### src/rtl/ro_puf_pkg.sv
package ro_puf_pkg;

  typedef enum logic [2:0] {
    S_IDLE,
    S_SETTLE,
    S_ARM_A,
    S_WIN_A,
    S_STEP,
    S_ARM_B,
    S_WIN_B,
    S_FINISH
  } puf_state_t;

  typedef struct packed {
    logic shiftIn;
    logic fixZero;
    logic stepLfsr;
    logic clrCnt;
    logic cntUp;
    logic cntDn;
    logic latchResp;
  } puf_ctl_t;

endpackage

### src/rtl/ro_puf_edge_sync.sv
module ro_puf_edge_sync #(
  parameter int STAGES = 2
) (
  input  logic clk,
  input  logic rst_n,
  input  logic asyncIn,
  output logic risePulse
);

  logic [STAGES-1:0] chain;
  logic lastQ;

  always_ff @(posedge clk or negedge rst_n) begin
    if (!rst_n) begin
      chain <= '0;
      lastQ <= 1'b0;
    end else begin
      chain[0] <= asyncIn;
      for (int i = 1; i < STAGES; i++) chain[i] <= chain[i-1];
      lastQ <= chain[STAGES-1];
    end
  end

  assign risePulse = chain[STAGES-1] & ~lastQ;

endmodule

### src/rtl/ro_puf_ctrl.sv
module ro_puf_ctrl
  import ro_puf_pkg::*;
#(
  parameter int WIN_CYCLES   = 128,
  parameter int STEP_W       = 8,
  parameter int GUARD_CYCLES = 4
) (
  input  logic              clk,
  input  logic              rst_n,
  input  logic              start,
  input  logic              loadMode,
  input  logic [STEP_W-1:0] stepCount,
  output logic              oscEn,
  output puf_ctl_t          ctl
);

  localparam int TIM_W = $clog2(WIN_CYCLES + GUARD_CYCLES + 1);
  localparam logic [TIM_W-1:0] WIN_LAST   = TIM_W'(WIN_CYCLES - 1);
  localparam logic [TIM_W-1:0] GUARD_LAST = TIM_W'(GUARD_CYCLES - 1);

  puf_state_t        stateQ;
  logic [TIM_W-1:0]  timer;
  logic [STEP_W-1:0] stepsLeft;
  logic              timerZero;

  assign timerZero = (timer == '0);

  always_ff @(posedge clk or negedge rst_n) begin
    if (!rst_n) begin
      stateQ    <= S_IDLE;
      timer     <= '0;
      stepsLeft <= '0;
    end else begin
      case (stateQ)
        S_IDLE: begin
          if (start && !loadMode) begin
            stateQ    <= S_SETTLE;
            stepsLeft <= stepCount;
          end
        end
        S_SETTLE: begin
          stateQ <= S_ARM_A;
          timer  <= GUARD_LAST;
        end
        S_ARM_A: begin
          if (timerZero) begin
            stateQ <= S_WIN_A;
            timer  <= WIN_LAST;
          end else begin
            timer <= timer - 1'b1;
          end
        end
        S_WIN_A: begin
          if (timerZero) stateQ <= S_STEP;
          else           timer  <= timer - 1'b1;
        end
        S_STEP: begin
          if (stepsLeft == '0) begin
            stateQ <= S_ARM_B;
            timer  <= GUARD_LAST;
          end else begin
            stepsLeft <= stepsLeft - 1'b1;
          end
        end
        S_ARM_B: begin
          if (timerZero) begin
            stateQ <= S_WIN_B;
            timer  <= WIN_LAST;
          end else begin
            timer <= timer - 1'b1;
          end
        end
        S_WIN_B: begin
          if (timerZero) stateQ <= S_FINISH;
          else           timer  <= timer - 1'b1;
        end
        S_FINISH: stateQ <= S_IDLE;
        default:  stateQ <= S_IDLE;
      endcase
    end
  end

  always_comb begin
    ctl           = '0;
    ctl.shiftIn   = (stateQ == S_IDLE) && loadMode;
    ctl.fixZero   = (stateQ == S_IDLE) && start && !loadMode;
    ctl.stepLfsr  = (stateQ == S_STEP) && (stepsLeft != '0);
    ctl.clrCnt    = (stateQ == S_ARM_A);
    ctl.cntUp     = (stateQ == S_WIN_A);
    ctl.cntDn     = (stateQ == S_WIN_B);
    ctl.latchResp = (stateQ == S_FINISH);
    oscEn = (stateQ == S_ARM_A) || (stateQ == S_WIN_A) ||
            (stateQ == S_ARM_B) || (stateQ == S_WIN_B);
  end

  // a busy sequencer never re-enters the settle step
  a_r2_busy_ignores_start: assert property (@(posedge clk) disable iff (!rst_n)
    (stateQ != S_IDLE) |=> (stateQ != S_SETTLE));

  // the second window follows the stepping phase only
  a_r5_window_b_after_step: assert property (@(posedge clk) disable iff (!rst_n)
    (stateQ == S_WIN_B) |-> ($past(stateQ) == S_WIN_B || $past(stateQ) == S_ARM_B));

  // at most one counter action per cycle
  a_r9_one_counter_action: assert property (@(posedge clk) disable iff (!rst_n)
    $onehot0({ctl.clrCnt, ctl.cntUp, ctl.cntDn}));

endmodule

### src/rtl/ro_puf_datapath.sv
module ro_puf_datapath
  import ro_puf_pkg::*;
#(
  parameter int               CHAL_W      = 8,
  parameter logic [CHAL_W-1:0] TAP_MASK   = 8'hB8,
  parameter logic [CHAL_W-1:0] ZERO_FIX   = 8'h01,
  parameter int               CNT_W       = 9,
  parameter int               SYNC_STAGES = 2
) (
  input  logic              clk,
  input  logic              rst_n,
  input  puf_ctl_t          ctl,
  input  logic              oscEn,
  input  logic              serialIn,
  input  logic              oscIn,
  output logic [CHAL_W-1:0] oscSel,
  output logic              response,
  output logic              done
);

  localparam logic signed [CNT_W-1:0] CNT_MAX = {1'b0, {(CNT_W-1){1'b1}}};
  localparam logic signed [CNT_W-1:0] CNT_MIN = {1'b1, {(CNT_W-1){1'b0}}};

  logic [CHAL_W-1:0]       lfsr;
  logic                    feedback;
  logic                    rise;
  logic signed [CNT_W-1:0] cnt;
  logic                    respQ;
  logic                    doneQ;

  assign feedback = ^(lfsr & TAP_MASK);

  always_ff @(posedge clk or negedge rst_n) begin
    if (!rst_n) begin
      lfsr <= '0;
    end else if (ctl.shiftIn) begin
      lfsr <= {lfsr[CHAL_W-2:0], serialIn};
    end else if (ctl.fixZero && (lfsr == '0)) begin
      lfsr <= ZERO_FIX;
    end else if (ctl.stepLfsr) begin
      lfsr <= {lfsr[CHAL_W-2:0], feedback};
    end
  end

  ro_puf_edge_sync #(.STAGES(SYNC_STAGES)) uEdge (
    .clk      (clk),
    .rst_n    (rst_n),
    .asyncIn  (oscIn),
    .risePulse(rise)
  );

  always_ff @(posedge clk or negedge rst_n) begin
    if (!rst_n) begin
      cnt <= '0;
    end else if (ctl.clrCnt) begin
      cnt <= '0;
    end else if (ctl.cntUp && rise) begin
      cnt <= cnt + 1'b1;
    end else if (ctl.cntDn && rise) begin
      cnt <= cnt - 1'b1;
    end
  end

  always_ff @(posedge clk or negedge rst_n) begin
    if (!rst_n) begin
      respQ <= 1'b0;
      doneQ <= 1'b0;
    end else begin
      doneQ <= ctl.latchResp;
      if (ctl.latchResp) respQ <= cnt[CNT_W-1];
    end
  end

  assign oscSel   = lfsr;
  assign response = respQ;
  assign done     = doneQ;

  // select frozen for as long as the oscillator stays enabled
  a_r4_sel_frozen: assert property (@(posedge clk) disable iff (!rst_n)
    (oscEn && $past(oscEn)) |-> $stable(lfsr));

  // no shifting or stepping with the oscillator running
  a_r4_no_shift_enabled: assert property (@(posedge clk) disable iff (!rst_n)
    (ctl.shiftIn || ctl.stepLfsr) |-> !oscEn);

  // a zero address is never enabled
  a_r3_nonzero_sel: assert property (@(posedge clk) disable iff (!rst_n)
    oscEn |-> (lfsr != '0));

  // counter never wraps in either direction
  a_r9_no_overflow: assert property (@(posedge clk) disable iff (!rst_n)
    (ctl.cntUp && rise) |-> (cnt != CNT_MAX));
  a_r9_no_underflow: assert property (@(posedge clk) disable iff (!rst_n)
    (ctl.cntDn && rise) |-> (cnt != CNT_MIN));

  // done lasts a single cycle
  a_r7_done_pulse: assert property (@(posedge clk) disable iff (!rst_n)
    done |=> !done);

endmodule

### src/rtl/ro_puf_sequencer.sv
module ro_puf_sequencer #(
  parameter int WIN_CYCLES  = 128,
  parameter int CHAL_W      = 8,
  parameter int STEP_W      = 8,
  parameter int SYNC_STAGES = 2
) (
  input  logic              clk,
  input  logic              rst_n,
  input  logic              loadMode,
  input  logic              serialIn,
  input  logic [STEP_W-1:0] stepCount,
  input  logic              start,
  input  logic              oscIn,
  output logic [CHAL_W-1:0] oscSel,
  output logic              oscEn,
  output logic              done,
  output logic              response
);

  import ro_puf_pkg::*;

  localparam int CNT_W        = $clog2(WIN_CYCLES + 1) + 1;
  localparam int GUARD_CYCLES = SYNC_STAGES + 2;

  puf_ctl_t ctl;

  ro_puf_ctrl #(
    .WIN_CYCLES  (WIN_CYCLES),
    .STEP_W      (STEP_W),
    .GUARD_CYCLES(GUARD_CYCLES)
  ) uCtrl (
    .clk      (clk),
    .rst_n    (rst_n),
    .start    (start),
    .loadMode (loadMode),
    .stepCount(stepCount),
    .oscEn    (oscEn),
    .ctl      (ctl)
  );

  ro_puf_datapath #(
    .CHAL_W     (CHAL_W),
    .CNT_W      (CNT_W),
    .SYNC_STAGES(SYNC_STAGES)
  ) uData (
    .clk     (clk),
    .rst_n   (rst_n),
    .ctl     (ctl),
    .oscEn   (oscEn),
    .serialIn(serialIn),
    .oscIn   (oscIn),
    .oscSel  (oscSel),
    .response(response),
    .done    (done)
  );

endmodule

### config.mk
export PLATFORM = sky130hd
export DESIGN_NAME = ro_puf_sequencer
export DESIGN_NICKNAME = d
export VERILOG_FILES = /design/src/rtl/ro_puf_pkg.sv /design/src/rtl/ro_puf_edge_sync.sv /design/src/rtl/ro_puf_ctrl.sv /design/src/rtl/ro_puf_datapath.sv /design/src/rtl/ro_puf_sequencer.sv
export SDC_FILE = /design/constraint.sdc
export NUM_CORES = 1
export LEC_CHECK = 0
export BUFFER_PORTS_ARGS = -buffer_cell sky130_fd_sc_hd__clkbuf_2
export CORE_ASPECT_RATIO = 0.7
export CORE_MARGIN = 4
export CORE_UTILIZATION = 63
export CTS_BUF_LIST = sky130_fd_sc_hd__clkbuf_16
export DETAILED_ROUTE_END_ITERATION = 16
export PLACE_DENSITY = 0.91
export SLEW_MARGIN = 10
export SYNTH_ARGS = -nofsm -noshare
export SYNTH_HDL_FRONTEND = slang
export SYNTH_SLANG_ARGS = --single-unit
### constraint.sdc
create_clock -name clk -period 5.9 [get_ports clk]
set_input_delay 0.295 -clock clk [delete_from_list [all_inputs] [get_ports clk]]
set_output_delay 0.295 -clock clk [all_outputs]
set_load 0.02 [all_outputs]
Yosys cells after proc, flatten, opt, wreduce, memory -nomap -nowiden --
Cells that the tools add are included.
Storage, ports and cells: register bits 41, input port bits 14, output and inout port bits 11, logic and storage cells 77
Operators by class: $add $sub $neg 4, eq/ne operators 15, muxes and demuxes 20, bitwise gates (word level) 2, reduce and logical (&&, ||, !) cells 27
Operator list (number):
- 8-bit two-way mux | 8
- 8-bit case mux with 4 select lines | 1
- 9-bit two-way mux | 3
- 8-bit zero test | 3
- 3-bit case mux with 8 select lines | 1
- 3-bit two-way mux | 6
- 8-bit case mux with 2 select lines | 1
- 8-bit by 1-bit subtractor with 8-bit output (second input constant) | 2
- 3-bit == test (second input constant) | 4
- 9-bit by 1-bit adder with 9-bit output (second input constant) | 1
- 9-bit by 1-bit subtractor with 9-bit output (second input constant) | 1
- 1-bit logical AND | 8
- 2-bit by 1-bit != test with 1-bit output (second input constant) | 4
- 2-bit != test (second input constant) | 4
- 8-bit nonzero test | 1
- 8-bit XOR reduction | 1
- 3-bit by 2-bit == test with 1-bit output (second input constant) | 2
- 3-bit AND reduction | 2
- 6-bit AND reduction | 1
- 3-bit nonzero test | 2
- 4-bit nonzero test | 1
- 2-bit OR reduction | 2
- 3-bit by 1-bit == test with 1-bit output (second input constant) | 1
- 3-bit zero test | 1
- other kinds (5) | 7

Depth between registers and ports, before layout --
word-level depth 6, gate-level depth with buffers 11, depth with buffers taken out 10

Modules after synthesis --
From an unflattened synthesis, not the netlist that was laid out.
Unflattened totals: cells, all modules 266, area total of the unflattened synthesis 2555.0 sq um
By module, submodules not included:
- ro_puf_ctrl | instances 1, cells each 147, area an instance 1306.3 sq um, sequential area each 475.5 sq um
- ro_puf_datapath | instances 1, cells each 115, area an instance 1159.9 sq um, sequential area each 475.5 sq um
- ro_puf_edge_sync | instances 1, cells each 4, area an instance 88.8 sq um, sequential area each 75.1 sq um

Least setup slack after synthesis --
OpenSTA, ideal clock, no wires.
path kind reg2reg, start register uCtrl.stateQ[0], end register uData.cnt[8], library setup time 0.128 ns, data arrival time 2.183 ns, data required time 5.772 ns, slack 3.589 ns, stages on the path, launching flop included 12, buffers on the path 1, period minus slack after synthesis 2.311 ns, path through dfrtp_1 -> buf_2 -> nand2_1 -> nor3_1 -> inv_1 -> ha_1 -> or2_2 -> a21oi_1 -> a31oi_1 -> xnor2_1 -> a21oi_1 -> o22ai_1
Between the ends: cells in the longest elaborated chain, start to end 4, elaborated cells on any way between the ends 8, those cells by class eq/ne: 3; mux: 2; reduce/logical: 3
Ends and longest elaborated chain:
- from (decl) | line ro_puf_ctrl.sv:21 | puf_state_t stateQ;
- from (signal assigned) | line ro_puf_ctrl.sv:30 | stateQ <= S_IDLE;
- from (signal assigned) | line ro_puf_ctrl.sv:37 | stateQ <= S_SETTLE;
- from (signal assigned) | line ro_puf_ctrl.sv:42 | stateQ <= S_ARM_A;
- 3-bit by 2-bit == test with 1-bit output | line ro_puf_ctrl.sv:89 | ctl.cntUp = (stateQ == S_WIN_A);
- 1-bit logical AND | line ro_puf_datapath.sv:57 | end else if (ctl.cntUp && rise) begin
- 9-bit two-way mux | line ro_puf_datapath.sv:57
- 9-bit two-way mux | line ro_puf_datapath.sv:55 | end else if (ctl.clrCnt) begin
- to (signal assigned) | line ro_puf_datapath.sv:58 | cnt <= cnt + 1'b1;
- to (signal assigned) | line ro_puf_datapath.sv:60 | cnt <= cnt - 1'b1;
- to (decl) | line ro_puf_datapath.sv:27 | logic signed [CNT_W-1:0] cnt;
Several ways; a longest one is shown, not always the timed one. A chain may end at the register's enable or synchronous reset.

Final worst setup path --
start register uCtrl.stateQ[0], end register uData.cnt[5]
Same word-level chain as after synthesis.

==> metrics.md <==
| Metric | Value |
|---|---|
| VDD IR max | `0.4318 mV` |
| GR Overflow Total | `0` |
| Die footprint | `0.004980 mm2` |
| Synthesis Warnings | `0` |
| Fillers | `258` |
| Die Wd | `82.65 um` |
| First-pass GRT wire length | `8438 um` |
| Initial antenna violation count | `0` |
| Outcome | `completed` |
| CP Launch Type | `flop` |
| Routed WL | `4782 um` |
| Layout cell share with drive strength beyond 1 | `14.86%` |
| Syn_nets | `303` |
| Area delta synth->final | `10.18%` |
| Syn Inst Count | `275` |
| Clock tree buffer depth | `2` |
| Detailed-route DRC error count | `0` |
| Power per standard cell area | `542.1 mW/mm2` |
| Top_reg_cell synth | `dfrtp_1` |
| Top Ports | `25` |
| Final Slew Violations | `0` |
| R2R setup slack | `3.00 ns` |
| Reg2reg path depth | `10` |
| Worst setup margin | `2.997 ns` |
| Static leakage | `1.193 nW` |
| CTS resizes | `0` |
| #FFs+latches synth | `41` |
| H-tree depth | `2` |
| ANT cells | `0` |
| Initial DRC Count | `118` |
| Core ar. | `0.003626 mm2` |
| Hold Crit Class | `primary input to flop` |
| Setup CP Type | `flop to flop` |
| Crit. End Element | `flop` |
| Top post-synthesis cells by area | `dfrtp_1 (42%), o21ai_0 (7.1%), ha_1 (6.6%), a21oi_1 (4.7%), nand2_1 (4.3%)` |
| Unrepaired setup endpoints after global routing | `false` |
| Async set or reset register ratio after synthesis | `100.0%` |
| Routed vias | `2,025` |
| Hold path depth | `1` |
| Worst endpoint data arrival time | `3.07 ns` |
| Clk slew on worst S/H paths | `0.06 ns` |
| Fmax | `344.4 MHz` |
| Synth Cell Area | `0.002457 mm2` |
| Num CTS Buffers | `5` |
| Placer Congestion | `0.8840` |
| I/O Buffers | `24` |
| Final setup vio count | `0` |
| CTS tree | `built` |
| Hpwl dp | `3502 um` |
| GR Util All Layers | `22.59%` |
| Place WS | `3.014 ns` |
| Final hold violation count | `0` |
| Area share of the largest cell type after synthesis | `41.75%` |
| Synth cell types | `48` |
| TritonCTS Sinks | `41` |
| WL/cell | `13.82 um` |
| Critical Path RT | `6.06 ns` |
| Largest net degree at the start of global routing | `42` |
| Via-per-instance ratio | `5.853` |
| Post-synth EDFFs | `0` |
| Vias in the first global route | `1,878` |
| CTS Hold Bufs | `0` |
| Antenna Nets Post-Route | `0` |
| Hold endpoint | `uData.uEdge.chain[0]$_DFF_PN0_` |
| Hold_sp | `oscIn` |
| Reg-to-Reg End | `uData.cnt[5]$_DFFE_PN0P_` |
| Post-synthesis sequential area ratio | `41.75%` |
| Die height | `60.26 um` |
| Initial Utilization | `67.77%` |
| Cell taking the most area after synthesis | `dfrtp_1` |
| Clk_lat worst skew | `0.29 ns` |
| Row cnt | `18` |
| Min cycle time layout | `2.903 ns` |
| CTS root buf | `clkbuf_16` |
| Max FO, Critical Path | `18` |
| Worst Skew | `0.005608 ns` |
| Mean Syn Cell Area | `8.936 um2` |
| Tightest Pin Transition | `0.9931 ns` |
| Nets | `323` |
| R2R Path Start | `uCtrl.stateQ[0]$_DFFE_PN0P_` |
| Max Cap Viol | `0` |
| Drt first pass iters | `4` |
| Setup TNS | `0 ns` |
| Worst rel slew slack | `33.79%` |
| Setup Fix Bufs, Post-CTS | `0` |
| Fin crit share | `49.21%` |
per-layer routing:
layer	vias up	wire (um)	track usage (%)	share of wire [%]
met5	-	0	0	0
met4	0	73	7.925	1.5
met3	8	296	4.970	6.2
met2	58	2029	33.79	42
met1	940	2382	32.40	50
li1	1019	-	-	-
synth_stat cells, types with 2 or more instances:
library cell,number
o31ai_1,3
nand2b_1,2
clkbuf_1,4
nand3_2,2
xnor2_1,5
buf_6,4
o21ai_0,35
o21ai_1,2
ha_1,13
a22oi_1,3
nor3_1,13
a21oi_1,23
a21oi_2,2
inv_1,15
nor2_1,24
nand3_1,5
and3_1,2
nand2_1,28
mux2_2,5
o22a_1,4
nor2b_1,4
dfrtp_1,41
xor2_1,5
nor3b_1,3
a31oi_1,5
cell usage in the layout, fill, tap and decap left out, drive strengths merged, types with 2 or more instances in the layout:
master,instances
xnor2,5
nor2,25
o22a,4
nor3b,3
xor2,5
nor2b,4
o21ai,37
clkbuf,29
nand2,28
a31oi,6
dfrtp,41
nor4,2
and3,2
nand2b,2
a21oi,25
ha,13
inv,16
a22oi,3
nor3,13
clkinvlp,2
mux2,5
nand3,7
o31ai,3
per-stage QoR:
step | util [%] | std cells | power, mW | hold slack [ns] | cell area [um2]
after CTS | 74.67 | 346 | 1.467 | 0.1089 | 2708
after global placement | 70.70 | 338 | 1.159 | 0.3334 | 2564
final | 74.67 | 346 | 1.468 | 0.1106 | 2708
after global routing | 74.67 | 346 | 1.600 | 0.1051 | 2708
after floorplan | - | 275 | 1.041 | -0.0005911 | 2457
after detailed placement | 70.70 | 338 | 1.198 | 0.3365 | 2564
registers in the layout, indices dropped and copies added (netlist names), 2 cells and up:
register,count
uData.cnt,9
uCtrl.stepsLeft,8
uCtrl.timer,8
uData.oscSel,8
uCtrl.stateQ,3
uData.uEdge.chain,2
cell type report:
type	instances	area, um2	share of cell area [%]
inverters	15	56.30	2.079
repair buffers	24	120.1	4.436
multi-input cells	208	1299	47.97
flip-flops and latches	41	1026	37.89
clock buffers	5	125.1	4.621
well taps	50	62.56	2.311
clock inverters	3	18.77	0.6932
where the power goes:
part | leakage [nW] | switching, mW | internal [mW]
sequential | 0.517 | 0.129 | 0.395
clock | 0.0672 | 0.111 | 0.155
combinational | 0.609 | 0.383 | 0.294
worst max-delay path, cell delays in order (launching register included):
cell	delay, ns
dfrtp_1	0.65
nand2_1	0.18
nor3_1	0.32
inv_1	0.25
ha_1	0.39
a21oi_1	0.18
a21boi_0	0.15
o21ai_0	0.23
nor2b_1	0.20
xor2_1	0.16
o21ai_0	0.09
worst max-delay path by stage:
stage	startpoint	endpoint
after floorplan	uCtrl.stateQ[0]$_DFFE_PN0P_	uData.cnt[8]$_DFFE_PN0P_
after global routing	uCtrl.stateQ[0]$_DFFE_PN0P_	uData.cnt[5]$_DFFE_PN0P_
after detailed placement	uCtrl.stateQ[0]$_DFFE_PN0P_	uData.cnt[5]$_DFFE_PN0P_
final	uCtrl.stateQ[0]$_DFFE_PN0P_	uData.cnt[5]$_DFFE_PN0P_
after global placement	uCtrl.stateQ[0]$_DFFE_PN0P_	uData.cnt[5]$_DFFE_PN0P_
after CTS	uCtrl.stateQ[0]$_DFFE_PN0P_	uData.cnt[5]$_DFFE_PN0P_
logic make-up (layout without fill, tap and decap cells):
kind of cell | after synthesis | in the layout | share of synthesized area, %
adders and majority gates | 14 | 14 | 7.434
xor gates and xnor gates | 10 | 10 | 3.564
muxes | 5 | 5 | 2.291
DFF | 41 | 41 | 41.75
AOI/OAI and AO/OA | 86 | 86 | 20.93
and+or+nand+nor | 93 | 93 | 18.64
buffers and inverters | 26 | 47 | 5.396
Note: power is estimated with default switching activity, not from simulation.
